[config.mk]
export PLATFORM = sky130hd
export DESIGN_NAME = acc_alu
export DESIGN_NICKNAME = d
export VERILOG_FILES = /design/src/rtl/acc_alu.sv
export SDC_FILE = /design/constraint.sdc
export NUM_CORES = 1
export LEC_CHECK = 0
export BUFFER_PORTS_ARGS = -buffer_cell sky130_fd_sc_hd__buf_2
export CAP_MARGIN = 30
export CORE_UTILIZATION = 35
export DETAILED_ROUTE_END_ITERATION = 16
export SYNTH_ARGS = -nofsm -noshare
export SYNTH_HDL_FRONTEND = slang
export SYNTH_SLANG_ARGS = --single-unit
export TNS_END_PERCENT = 100
[constraint.sdc]
create_clock -name clk -period 3.45 [get_ports clk]
set_input_delay 0.345 -clock clk [delete_from_list [all_inputs] [get_ports clk]]
set_output_delay 0.345 -clock clk [all_outputs]
set_load 0.005 [all_outputs]
[src/rtl/acc_alu.sv]
module acc_alu #(
  parameter int W = 8
) (
  input  logic         clk,
  input  logic         rst,
  input  logic         exec,
  input  logic [4:0]   op,
  input  logic [W-1:0] acc,
  input  logic [W-1:0] opnd,
  output logic [W-1:0] res,
  output logic         res_we,
  output logic [3:0]   flag_mask,
  output logic [3:0]   flags
);
  localparam int HB = W / 2;

  logic         cin;
  logic [W:0]   sum, diff;
  logic [HB:0]  hsum, hdiff;
  logic [3:0]   nf;

  assign cin = (op == 5'd1 || op == 5'd3) ? flags[0] : 1'b0;

  assign sum   = {1'b0, acc} + {1'b0, opnd} + {{W{1'b0}}, cin};
  assign diff  = {1'b0, acc} - {1'b0, opnd} - {{W{1'b0}}, cin};
  assign hsum  = {1'b0, acc[HB-1:0]} + {1'b0, opnd[HB-1:0]} + {{HB{1'b0}}, cin};
  assign hdiff = {1'b0, acc[HB-1:0]} - {1'b0, opnd[HB-1:0]} - {{HB{1'b0}}, cin};

  always_comb begin
    res       = '0;
    res_we    = 1'b1;
    flag_mask = 4'b1111;
    nf        = 4'b0000;
    case (op)
      5'd0, 5'd1: begin
        res = sum[W-1:0];
        nf  = {1'b0, 1'b0, hsum[HB], sum[W]};
      end
      5'd2, 5'd3, 5'd7: begin
        res    = diff[W-1:0];
        res_we = (op != 5'd7);
        nf     = {1'b0, 1'b1, hdiff[HB], diff[W]};
      end
      5'd4: begin res = acc & opnd; nf = 4'b0010; end
      5'd5: res = acc ^ opnd;
      6'd6: res = acc | opnd;
      5'd8: begin
        res       = ~acc;
        flag_mask = 4'b0110;
        nf        = 4'b0110;
      end
      5'd9:  begin res = {opnd[W-2:0], opnd[W-1]};  nf[0] = opnd[W-1]; end
      5'd10: begin res = {opnd[0], opnd[W-1:1]};    nf[0] = opnd[0];   end
      5'd11: begin res = {opnd[W-2:0], flags[0]};   nf[0] = opnd[W-1]; end
      5'd12: begin res = {flags[0], opnd[W-1:1]};   nf[0] = opnd[0];   end
      5'd13: begin res = {opnd[W-2:0], 1'b0};       nf[0] = opnd[W-1]; end
      5'd14: begin res = {opnd[W-1], opnd[W-1:1]};  nf[0] = opnd[0];   end
      5'd15: begin res = {1'b0, opnd[W-1:1]};       nf[0] = opnd[0];   end
      5'd16: res = {opnd[HB-1:0], opnd[W-1:HB]};
      default: begin
        res_we    = 1'b0;
        flag_mask = 4'b0000;
      end
    endcase
    if (op != 5'd8) nf[3] = (res == '0);
  end

  always_ff @(posedge clk) begin
    if (rst)       flags <= 4'b0000;
    else if (exec) flags <= (flags & ~flag_mask) | (nf & flag_mask);
  end

  AST_RESET_CLEAR: assert property (@(posedge clk) rst |=> flags == 4'b0000);
  AST_MASK_HOLD: assert property (@(posedge clk) disable iff (rst)
    (!exec || flag_mask == 4'b0000) |=> $stable(flags));
  AST_SUB_N_SET: assert property (@(posedge clk) disable iff (rst)
    (exec && (op == 5'd2 || op == 5'd3 || op == 5'd7)) |=> flags[2]);
  AST_CP_NO_WRITE: assert property (@(posedge clk) disable iff (rst)
    (op == 5'd7) |-> !res_we);
  AST_CPL_KEEP_ZC: assert property (@(posedge clk) disable iff (rst)
    (exec && op == 5'd8) |=> flags[2] && flags[1] && flags[3] == $past(flags[3]) && flags[0] == $past(flags[0]));
  AST_SHIFT_NH_CLEAR: assert property (@(posedge clk) disable iff (rst)
    (exec && op >= 5'd9 && op <= 5'd16) |=> !flags[2] && !flags[1]);
  AST_ZERO_FLAG: assert property (@(posedge clk) disable iff (rst)
    (exec && res_we && flag_mask[3]) |=> flags[3] == ($past(res) == '0));
endmodule

==> results.md, run 1 <==
* Status: finished, final reports clean
* Max-capacitance violation count at 0
* Die area at 5880 sq um
* Setup Crit Path Kind: input pin to output port
* CTS H-tree depth at 1
* Largest net degree at the start of global routing at 27
* Commonest non-fill, non-tap cell in the layout: buf_2
* Hold slack at about 0.36 ns
* Slew Limit Fails at 0
* Worst Min Path Start: rst
* Fin. Hold Viols at 0
* Final nets at between 300 and 400
* Die width at 76.7 microns
* Syn nets at around 320
* Setup Buffers After CTS at 0
* RSZ-0062 raised after global routing: no
* Library cells used by synthesis at 60
* Final antenna-violating net count at 0
* Initial core utilization at 37.3%
* Top cell type's share of synthesized area at roughly a fifth
* Fin crit period at 3.27 ns
* Post-synthesis sequential area ratio at 4.10%
* Routed vias at roughly 2,200
* P&R area growth vs syn at 14.2%
* Initial drt markers at between 200 and 250
* Synth Flop Type: dfxtp_1
* Crit path max fanout at 3
* Vias in the first global route at between 2,000 and 2,500
* #FFs+latches synth at 4
* Req. time, crit path at ~3.1 ns
* Remaining DRCs at 0
* Post-Syn Area at ~2000 sq um
* Layout cell share with drive strength beyond 1 at a little under 20%
* Avg Cell Area, Syn at ~7.3 sq um
* Crit end category: output port
* Worst-Skew Late Latency at ~0.22 ns
* Post-synth EDFFs at 0
* Top cells by area, synth: ha_1, inv_1, a21oi_1, dfxtp_1, fa_1
* Leak pwr at approximately 0.0011 uW
* Pwr Density at about 210 nW/um^2
* Actual slew at the worst max-slew pin at ~0.95 ns
* Initial antenna violation count at 0
* DP HPWL at between 4000 and 5000 microns
* F_max at roughly 0.31 GHz
* Setup_tns at 0 ns
* Antenna diodes at 0
* R2R Setup Slk at 0.29 ns
* Num CTS Buffers at 3
* VDD IR max at about 120 uV
* CTS max path bufs at 2
* Commonest non-fill, non-tap cells in the layout: buf_2, ha_1, inv_1, nor2_1, a21oi_1
* Post-DR wirelength/cell at about 17 microns
* Setup Viol. Count Final at 0
* Gr usage total at 21.7%
* Async SR Flop Fraction at 0%
* Slew Limit Headroom at ~37%
* Final WL at 6360 microns
* Clk slew on worst S/H paths at 0.04 ns
* Warnings, synthesis at 0
* Sink Count at 4
* GPL Wtd Cong at approximately 0.91
* CTS tree: built
* Die H at 76.7 microns
* Crit start category: input pin
* Root buffer cell: clkbuf_8
* I/O Pins at 41
* Critical path arrival at 2.93 ns
* Tcrit/Tclk final at 94.9%
* Via density at between 5 and 6
* Clk_skew at ~0.0054 ns
* Pre-antenna DRT Iters at 5
* CP startpoint: op[0]
* Global-route wire length before repair at around 10,000 microns
* Row cnt at 26
* Post-synth top area cell: ha_1
* Grt ovf at 0
* Core Area at roughly 5200 sq um
* HP Class: input pin to flop
* Syn Inst Count at approximately 270
* Port Buffers at 40
## through the flow
stage | power, uW | util, % | setup WS (ns) | instances | instance area [sq um]
2_1_floorplan | 259 | - | 0.0389 | 266 | 1950
3_3_place_gp | 354 | 41.7 | 0.0911 | 364 | 2190
3_5_place_dp | 356 | 41.7 | 0.0106 | 364 | 2190
4_1_cts | 460 | 42.5 | 0.0759 | 367 | 2230
5_1_grt | 497 | 42.6 | 0.0212 | 367 | 2230
6_report | 462 | 42.6 | 0.177 | 367 | 2230
## cell families after synthesis
logic type               Yosys count  share of synthesized area, %
AO/OA/AOI/OAI                     70                          26.4
XOR/XNOR                          11                          4.93
adder cells (fa/ha/maj)           34                          23.3
buffers and inverters             46                          10.7
flip-flops                         4                          4.10
multiplexers                       7                          3.65
AND/OR/NAND/NOR                   94                          26.9
## worst max-delay path, stage by stage
cell,delay [ns]
buf_2,0.10
nor2b_2,0.15
nand3_1,0.11
inv_1,0.07
fa_1,0.51
inv_1,0.06
ha_1,0.17
o21ai_1,0.27
a311oi_1,0.19
a21oi_1,0.27
mux2i_1,0.20
and3_1,0.15
o21ai_0,0.14
buf_2,0.17
## final timing paths
kind	end	depth (start not counted)
setup / recovery	res[7]	14
hold / removal	flop	2
setup reg to reg	flop	11
hold reg to reg	flop	2
## report_power, final
part           total, uW  internal, uW  switching (uW)
clock                101          74.6            26.3
sequential          49.8          48.9           0.973
combinational        312           130             182
total                462           253             209
## metal layers
metal	global-route usage, %	share of wire (%)	wire, microns
met2	35.2	45	2870
met3	2.50	6.3	403
met4	5.00	2.6	168
met5	0	0	0
met1	30.5	46	2920
## cells in the mapped netlist (3+ instances only)
cell and instances:
a2111oi_0 3, a211o_1 4, a21o_1 3, a21oi_1 17, a221oi_1 3, a222oi_1 3
and3_1 5, buf_4 5, clkbuf_1 9, dfxtp_1 4, fa_1 4, ha_1 30
inv_1 27, mux2i_1 6, nand2_1 11, nand2b_1 5, nand3_1 10, nand4_1 5
nor2_1 19, nor2b_1 5, nor3_1 11, nor3b_1 4, nor4_1 4, o21a_1 3
o21ai_0 6, o22ai_1 3, or4_1 3, xnor2_1 5, xor2_1 6
## area by class of cell
| type | instances | area (sq um) |
|---|---|---|
| Clock buffer | 3 | 41.3 |
| Fill cell | 564 | 3010 |
| Multi-Input combinational cell | 216 | 1670 |
| Sequential cell | 4 | 80.1 |
| Timing Repair Buffer | 47 | 253 |
| Inverter | 27 | 101 |
| Tap cell | 70 | 87.6 |
## repair_timing
item	CTS	global route
setup endpoints to repair	0	2
hold buffers	0	0
resized for setup	0	2
Note: power is estimated with default switching activity, not from simulation.
==> inputs of run 2 (changes only) <==
Settings changed: ABC_AREA set to 1, CTS_CLUSTER_SIZE set to 30.
==> run 2 against run 1 <==
  * Largest cell class unchanged
  * Synthesized cell count is 72% higher
  * Critical path depth rose by 1
  * Highest routed layer unchanged
  * Worst hold slack worse by 0.0042 ns
  * Register-to-register slack improved by 0.17 ns
  * Worst setup slack worse by 0.0050 ns
  * Routed wire length is 26% higher
  * The run now ends with DRC left
  * Core utilization shrank 2.4 points
  * Maximum frequency decreased by 0.15%
  * Die area increased by 25%
  * Area after synthesis increased by 25%
  * Count of clock-buffer cells in the layout is the same
==> results.md, run 2 <==
* Status: finished, violations left (was finished, final reports clean)
* CP dominant cell by count: nand2_1
* Post-Syn Area at 2450 sq um (was 1950 sq um)
* Sink Count at 4 (unchanged)
* RSZ-0062 raised after global routing: no (unchanged)
* Setup Viol. Count Final at 0 (unchanged)
* Actual slew at the worst max-slew pin at 0.584 ns (was 0.945 ns)
* CTS H-tree depth at 1 (unchanged)
* Num CTS Buffers at 3 (unchanged)
* Die area at 7330 sq um (was 5880 sq um)
* #FFs+latches synth at 4 (unchanged)
* Remaining DRCs at 1 (was 0)
* Fin crit period at 3.28 ns (was 3.27 ns)
* Core Area at 6790 sq um (was 5240 sq um)
* Commonest non-fill, non-tap cells in the layout: nand2_1, inv_1, nor2_1, buf_2, nand3_1 (was buf_2, ha_1, inv_1, nor2_1, a21oi_1)
* GPL Wtd Cong at 0.925 (was 0.910)
* Warnings, synthesis at 0 (unchanged)
* Tcrit/Tclk final at 95.0% (was 94.9%)
* Slew Limit Fails at 0 (unchanged)
* Vias in the first global route at 2,707 (was 2,034)
* Combinational power share at 70.4% (was 67.4%)
* Commonest non-fill, non-tap cell in the layout: nand2_1 (was buf_2)
* Post-DR wirelength/cell at 13.6 microns (was 17.3 microns)
* Post-synth top area cell: nand2_1 (was ha_1)
* Req. time, crit path at 3.11 ns (about the same)
* Multi-input logic area at 1970 sq um (was 1670 sq um)
* DP HPWL at 6510 microns (was 4940 microns)
* Via density at 5.12 (was 5.96)
* Family with the most delay on the worst path: simple AND/OR/NAND/NOR gates (was compound AO/OA/AOI/OAI gates)
* Critical path arrival at 2.93 ns (about the same)
* Most frequent cell after synthesis: nand2_1 (was ha_1)
* NetSw at 253 uW (was 209 uW)
* Leak pwr at 0.00161 uW (was 0.00106 uW)
* Setup ws final at 0.172 ns (was 0.177 ns)
* Crit start category: input pin (unchanged)
* Crit path max fanout at 10 (was 3)
* Global-route wire length before repair at 13,000 microns (was 10,400 microns)
* Grt ovf at 0 (unchanged)
* HP Class: input pin to flop (unchanged)
* Crit end category: output port (unchanged)
* Pre-antenna DRT Iters at 11 (was 5)
* Library cells used by synthesis at 31 (was 60)
* Post-CTS resize count at 0 (unchanged)
* Clock power frac at 19.5% (was 21.8%)
* Initial drt markers at 155 (was 206)
* Clk_skew at 0.00102 ns (was 0.00541 ns)
* Syn Inst Count at 458 (was 266)
* Async SR Flop Fraction at 0% (unchanged)
* F_max at 0.305 GHz (was 0.306 GHz)
* Largest net degree at the start of global routing at 22 (was 27)
* Antenna diodes at 0 (unchanged)
* Setup_tns at 0 ns (unchanged)
* Final nets at 551 (was 357)
* Worst-Skew Late Latency at 0.21 ns (was 0.22 ns)
* Synth Flop Type: dfxtp_1 (unchanged)
* CTS max path bufs at 2 (unchanged)
* Root buffer cell: clkbuf_8 (unchanged)
* Final WL at 8000 microns (was 6360 microns)
* Final antenna-violating net count at 0 (unchanged)
* Gr usage total at 22.0% (was 21.7%)
* VDD IR max at 104 uV (was 122 uV)
* Top cells by area, synth: nand2_1, ha_1, inv_1, nor2_1, nand3_1 (was ha_1, inv_1, a21oi_1, dfxtp_1, fa_1)
* Post-synth EDFFs at 0 (unchanged)
* Initial core utilization at 36.0% (was 37.3%)
* Sequential group share of total power at 10.1% (was 10.8%)
* Slew Limit Headroom at 61.1% (was 36.9%)
* Hold Buf Count CTS at 0 (unchanged)
* Port Buffers at 40 (unchanged)
* P&R area growth vs syn at 11.4% (was 14.2%)
* Sequential cell area at 80.1 sq um (unchanged)
* Die H at 85.6 microns (was 76.7 microns)
* P_int at 243 uW (was 253 uW)
* CTS tree: built (unchanged)
* Failing checks: DRC
* Setup Buffers After CTS at 0 (unchanged)
* Net Sw Frac at 51.0% (was 45.2%)
* Syn nets at 516 (was 324)
* Hold slack at 0.354 ns (was 0.358 ns)
* Routed vias at 3,004 (was 2,187)
* Initial antenna violation count at 0 (unchanged)
* Layout cell share with drive strength beyond 1 at 13.4% (was 19.5%)
* Crit path cell chain: buf_2, nor2_4, nand2_2, nor3_1, inv_1, fa_1, fa_1, nand3_1, nand2_1, nand2_1, nand3_1, nand2_1, inv_1, nand2_1, buf_2 (was buf_2, nor2b_2, nand3_1, inv_1, fa_1, inv_1, ha_1, o21ai_1, a311oi_1, a21oi_1, mux2i_1, and3_1, o21ai_0, buf_2)
* CP Buf/Inv Count at 4 (unchanged)
* Top cell type's share of synthesized area at 22.7% (was 19.2%)
* Total power at 496 uW (was 462 uW)
* Synth top cells by count: nand2_1, inv_1, nor2_1 (was ha_1, inv_1, nor2_1)
* Dpl ws at 0.155 ns (was 0.0106 ns)
* Max-capacitance violation count at 0 (unchanged)
* Fin. Hold Viols at 0 (unchanged)
* # fillers at 756 (was 564)
* Worst path slowest cell: fa_1 (unchanged)
* Clk slew on worst S/H paths at 0.03 ns (was 0.04 ns)
* Row cnt at 30 (was 26)
* Avg Cell Area, Syn at 5.35 sq um (was 7.34 sq um)
* Post-synthesis sequential area ratio at 3.27% (was 4.10%)
* Slowest stage delay, CP at 0.43 ns (was 0.51 ns)
* I/O Pins at 41 (unchanged)
* Die width at 85.6 microns (was 76.7 microns)
* Pwr Density at 182 nW/um^2 (was 207 nW/um^2)
* Setup Crit Path Kind: input pin to output port (unchanged)
[run 2: cell type report]
type	instances	area share (%)
multi-input combinational	362	72.3
inverter	80	11.0
timing repair buffer	42	7.89
tap	96	4.40
sequential	4	2.93
clock buffer	3	1.51
[run 2: per-layer routing]
metal  vias to the layer above  GRT usage (%)  part of all wire (%)
met2                       131           39.4                    48
met5                         -              0                     0
li1                       1509              -                     -
met4                         0           4.39                  0.90
met1                      1356           29.2                    45
met3                         8           1.06                   6.2
[run 2: worst paths after layout]
kind | slack [ns] | depth (start not counted) | from | endpoint
hold reg to reg | 0.48 | 2 | flop | flop
setup reg to reg | 0.46 | 14 | flop | flop
setup / recovery | 0.17 | 15 | op[2] | res[4]
hold / removal | 0.35 | 2 | rst | flop
[run 2: power groups by stage]
stage               registers (uW)  clock network [uW]  logic [uW]
global placement              51.0                   0         339
CTS                           50.3                99.0         344
finish                        50.2                96.9         349
floorplan                     51.0                   0         238
detailed placement            50.9                   0         343
global route                  50.5                 101         389
[run 2: cells by family (layout without fill, tap and decap cells)]
family          Yosys count  in the layout  share of synthesized area [%]
xor+xnor                  3              3                           1.07
flops                     4              4                           3.27
fa+ha+maj                34             34                           18.6
compound gates           38             38                           8.58
buf+inv                  92            125                           16.2
simple gates            287            287                           52.3
[run 2: metrics by stage]
step                util [%]  area, sq um  std cells
floorplan                  -         2450        458
global placement        39.6         2690        584
detailed placement      39.6         2690        584
CTS                     40.2         2730        587
global route            40.2         2730        587
finish                  40.2         2730        587
==> inputs of run 3 (changes only) <==
Settings changed: SETUP_SLACK_MARGIN set to 0.2.
==> run 3 against run 2 <==
  * The run still ends with DRC left
  * Critical path depth unchanged
  * Final area up 0.73%
  * Non-clock buffer count up 2
  * Via count about the same
  * Die area unchanged
  * Worst hold slack got worse by 0.0031 ns
  * Global-route usage unchanged
  * Flip-flop and latch count unchanged
  * Register-to-register slack gained 0.11 ns
  * Critical endpoint unchanged
==> results.md, run 3 (synthesis results as in run 2) <==
* Final non-filler cell total at 589 (was 587)
* Pre-antenna DRT Iters at 12 (was 11)
* Fin crit period at 3.08 ns (was 3.28 ns)
* Row cnt at 30 (unchanged)
* Dpl ws at 0.155 ns (unchanged)
* Setup ws final at 0.372 ns (was 0.172 ns)
* Root buffer cell: clkbuf_8 (unchanged)
* GPL Wtd Cong at 0.925 (unchanged)
* Initial drt markers at 212 (was 155)
* Num CTS Buffers at 3 (unchanged)
* Gr usage total at 22.0% (unchanged)
* Failing checks: DRC (unchanged)
* Pwr Density at 181 nW/um^2 (was 182 nW/um^2)
* Family with the most delay on the worst path: simple AND/OR/NAND/NOR gates (unchanged)
* CP Buf/Inv Count at 4 (unchanged)
* Max-capacitance violation count at 0 (unchanged)
* Sink Count at 4 (unchanged)
* Final nets at 553 (was 551)
* Crit path max fanout at 8 (was 10)
* Fin. Hold Viols at 0 (unchanged)
* Die H at 85.6 microns (unchanged)
* Vias in the first global route at 2,707 (unchanged)
* DP HPWL at 6510 microns (unchanged)
* Setup Crit Path Kind: input pin to output port (unchanged)
* CP dominant cell by count: nand2_1 (unchanged)
* Final antenna-violating net count at 0 (unchanged)
* Layout cell share with drive strength beyond 1 at 14.0% (was 13.4%)
* Antenna diodes at 0 (unchanged)
* Grt ovf at 0 (unchanged)
* Placed cell area at 2690 sq um (unchanged)
* Status: finished, violations left (unchanged)
* CTS tree: built (unchanged)
* Actual slew at the worst max-slew pin at 0.587 ns (was 0.584 ns)
* Clock power frac at 19.4% (was 19.5%)
* Routed vias at 3,006 (was 3,004)
* CTS max path bufs at 2 (unchanged)
* Via density at 5.10 (was 5.12)
* Crit start category: input pin (unchanged)
* Critical path arrival at 2.73 ns (was 2.93 ns)
* Final instance area at 2750 sq um (was 2730 sq um)
* R2R Setup Slk at 0.57 ns (was 0.46 ns)
* Worst-Skew Late Latency at 0.21 ns (about the same)
* Commonest non-fill, non-tap cells in the layout: nand2_1, inv_1, nor2_1, buf_2, nand3_1 (unchanged)
* P&R area growth vs syn at 12.3% (was 11.4%)
* Initial antenna violation count at 0 (unchanged)
* Cells on worst reg2reg path at 14 (unchanged)
* Net Sw Frac at 50.9% (was 51.0%)
* Remaining DRCs at 1 (unchanged)
* Hold depth at 2 (unchanged)
* HP Class: input pin to flop (unchanged)
* Crit end category: output port (unchanged)
* Global-route wire length before repair at 13,000 microns (unchanged)
* Crit path cell chain: buf_2, nor2_4, nand2_2, nor3_2, inv_1, fa_1, fa_1, nand3_1, nand2_1, nand2_1, nand3_1, nand2_1, inv_1, nand2_1, buf_2 (was buf_2, nor2_4, nand2_2, nor3_1, inv_1, fa_1, fa_1, nand3_1, nand2_1, nand2_1, nand3_1, nand2_1, inv_1, nand2_1, buf_2)
* Req. time, crit path at 3.11 ns (about the same)
* Clk slew on worst S/H paths at 0.03 ns (about the same)
* Hold slack at 0.351 ns (was 0.354 ns)
* Setup_tns at 0 ns (unchanged)
* I/O Pins at 41 (unchanged)
* P_int at 245 uW (was 243 uW)
* # fillers at 753 (was 756)
* Die width at 85.6 microns (unchanged)
* F_max at 0.325 GHz (was 0.305 GHz)
* Combinational power share at 70.5% (was 70.4%)
* Worst path slowest cell: fa_1 (unchanged)
* Final WL at 8010 microns (was 8000 microns)
* Hold Buf Count CTS at 0 (unchanged)
* Slew Limit Headroom at 60.9% (was 61.1%)
* Tcrit/Tclk final at 89.2% (was 95.0%)
* Leak pwr at 0.00162 uW (was 0.00161 uW)
* Core Area at 6790 sq um (unchanged)
* RSZ-0062 raised after global routing: no (unchanged)
* Sequential group share of total power at 10.1% (about the same)
* Die area at 7330 sq um (unchanged)
* CTS H-tree depth at 1 (unchanged)
* Port Buffers at 40 (unchanged)
* Clk_skew at 0.00130 ns (was 0.00102 ns)
* Post-DR wirelength/cell at 13.6 microns (about the same)
* NetSw at 254 uW (was 253 uW)
* VDD IR max at 104 uV (about the same)
* Commonest non-fill, non-tap cell in the layout: nand2_1 (unchanged)
* Slew Limit Fails at 0 (unchanged)
* Worst Min Path Start: rst (unchanged)
* Placed cells at 584 (unchanged)
* Setup Viol. Count Final at 0 (unchanged)
* Slowest stage delay, CP at 0.42 ns (was 0.43 ns)
* Largest net degree at the start of global routing at 22 (unchanged)
* Initial core utilization at 36.0% (unchanged)
## run 3: power by group through the flow
stage	combinational [uW]	clock (uW)	sequential, uW
after floorplan	238	0	51.0
after global placement	339	0	51.0
after detailed placement	343	0	50.9
after CTS	344	99.0	50.3
after global routing	391	101	50.5
final	351	96.9	50.3
## run 3: timing repair
item	4_1_cts	5_1_grt
buffers inserted	0	2
resized for setup	0	1
setup endpoints to repair	0	7
## run 3: layer usage
layer  up-vias  track usage [%]  wire (microns)
met3        12             1.06             465
met2       113             39.4            3790
met4         0             4.39              93
met1      1365             29.2            3660
li1       1516                -               -
met5         -                0               0
## run 3: final cells by class
cell class / instances / area, sq um / area share, %
well taps: 96 / 120 / 4.37
repair buffers: 44 / 230 / 8.38
inverters: 80 / 300 / 10.9
flip-flops and latches: 4 / 80.1 / 2.91
multi-input cells: 362 / 1980 / 71.9
clock buffers: 3 / 41.3 / 1.50
## run 3: worst max-delay path by stage
stage | from | end | slack [ns] | cells past startpoint
6_report | op[2] | res[4] | 0.37 | 15
5_1_grt | op[2] | res[6] | 0.20 | 15
4_1_cts | op[2] | res[4] | 0.20 | 15
3_5_place_dp | op[2] | flop | 0.15 | 16
3_3_place_gp | op[3] | flop | 0.26 | 16
2_1_floorplan | op[2] | flop | 0.61 | 15
## run 3: per-stage QoR
stage | util, % | power (uW)
2_1_floorplan | - | 289
5_1_grt | 40.5 | 543
3_5_place_dp | 39.6 | 394
4_1_cts | 40.2 | 493
6_report | 40.5 | 499
3_3_place_gp | 39.6 | 390
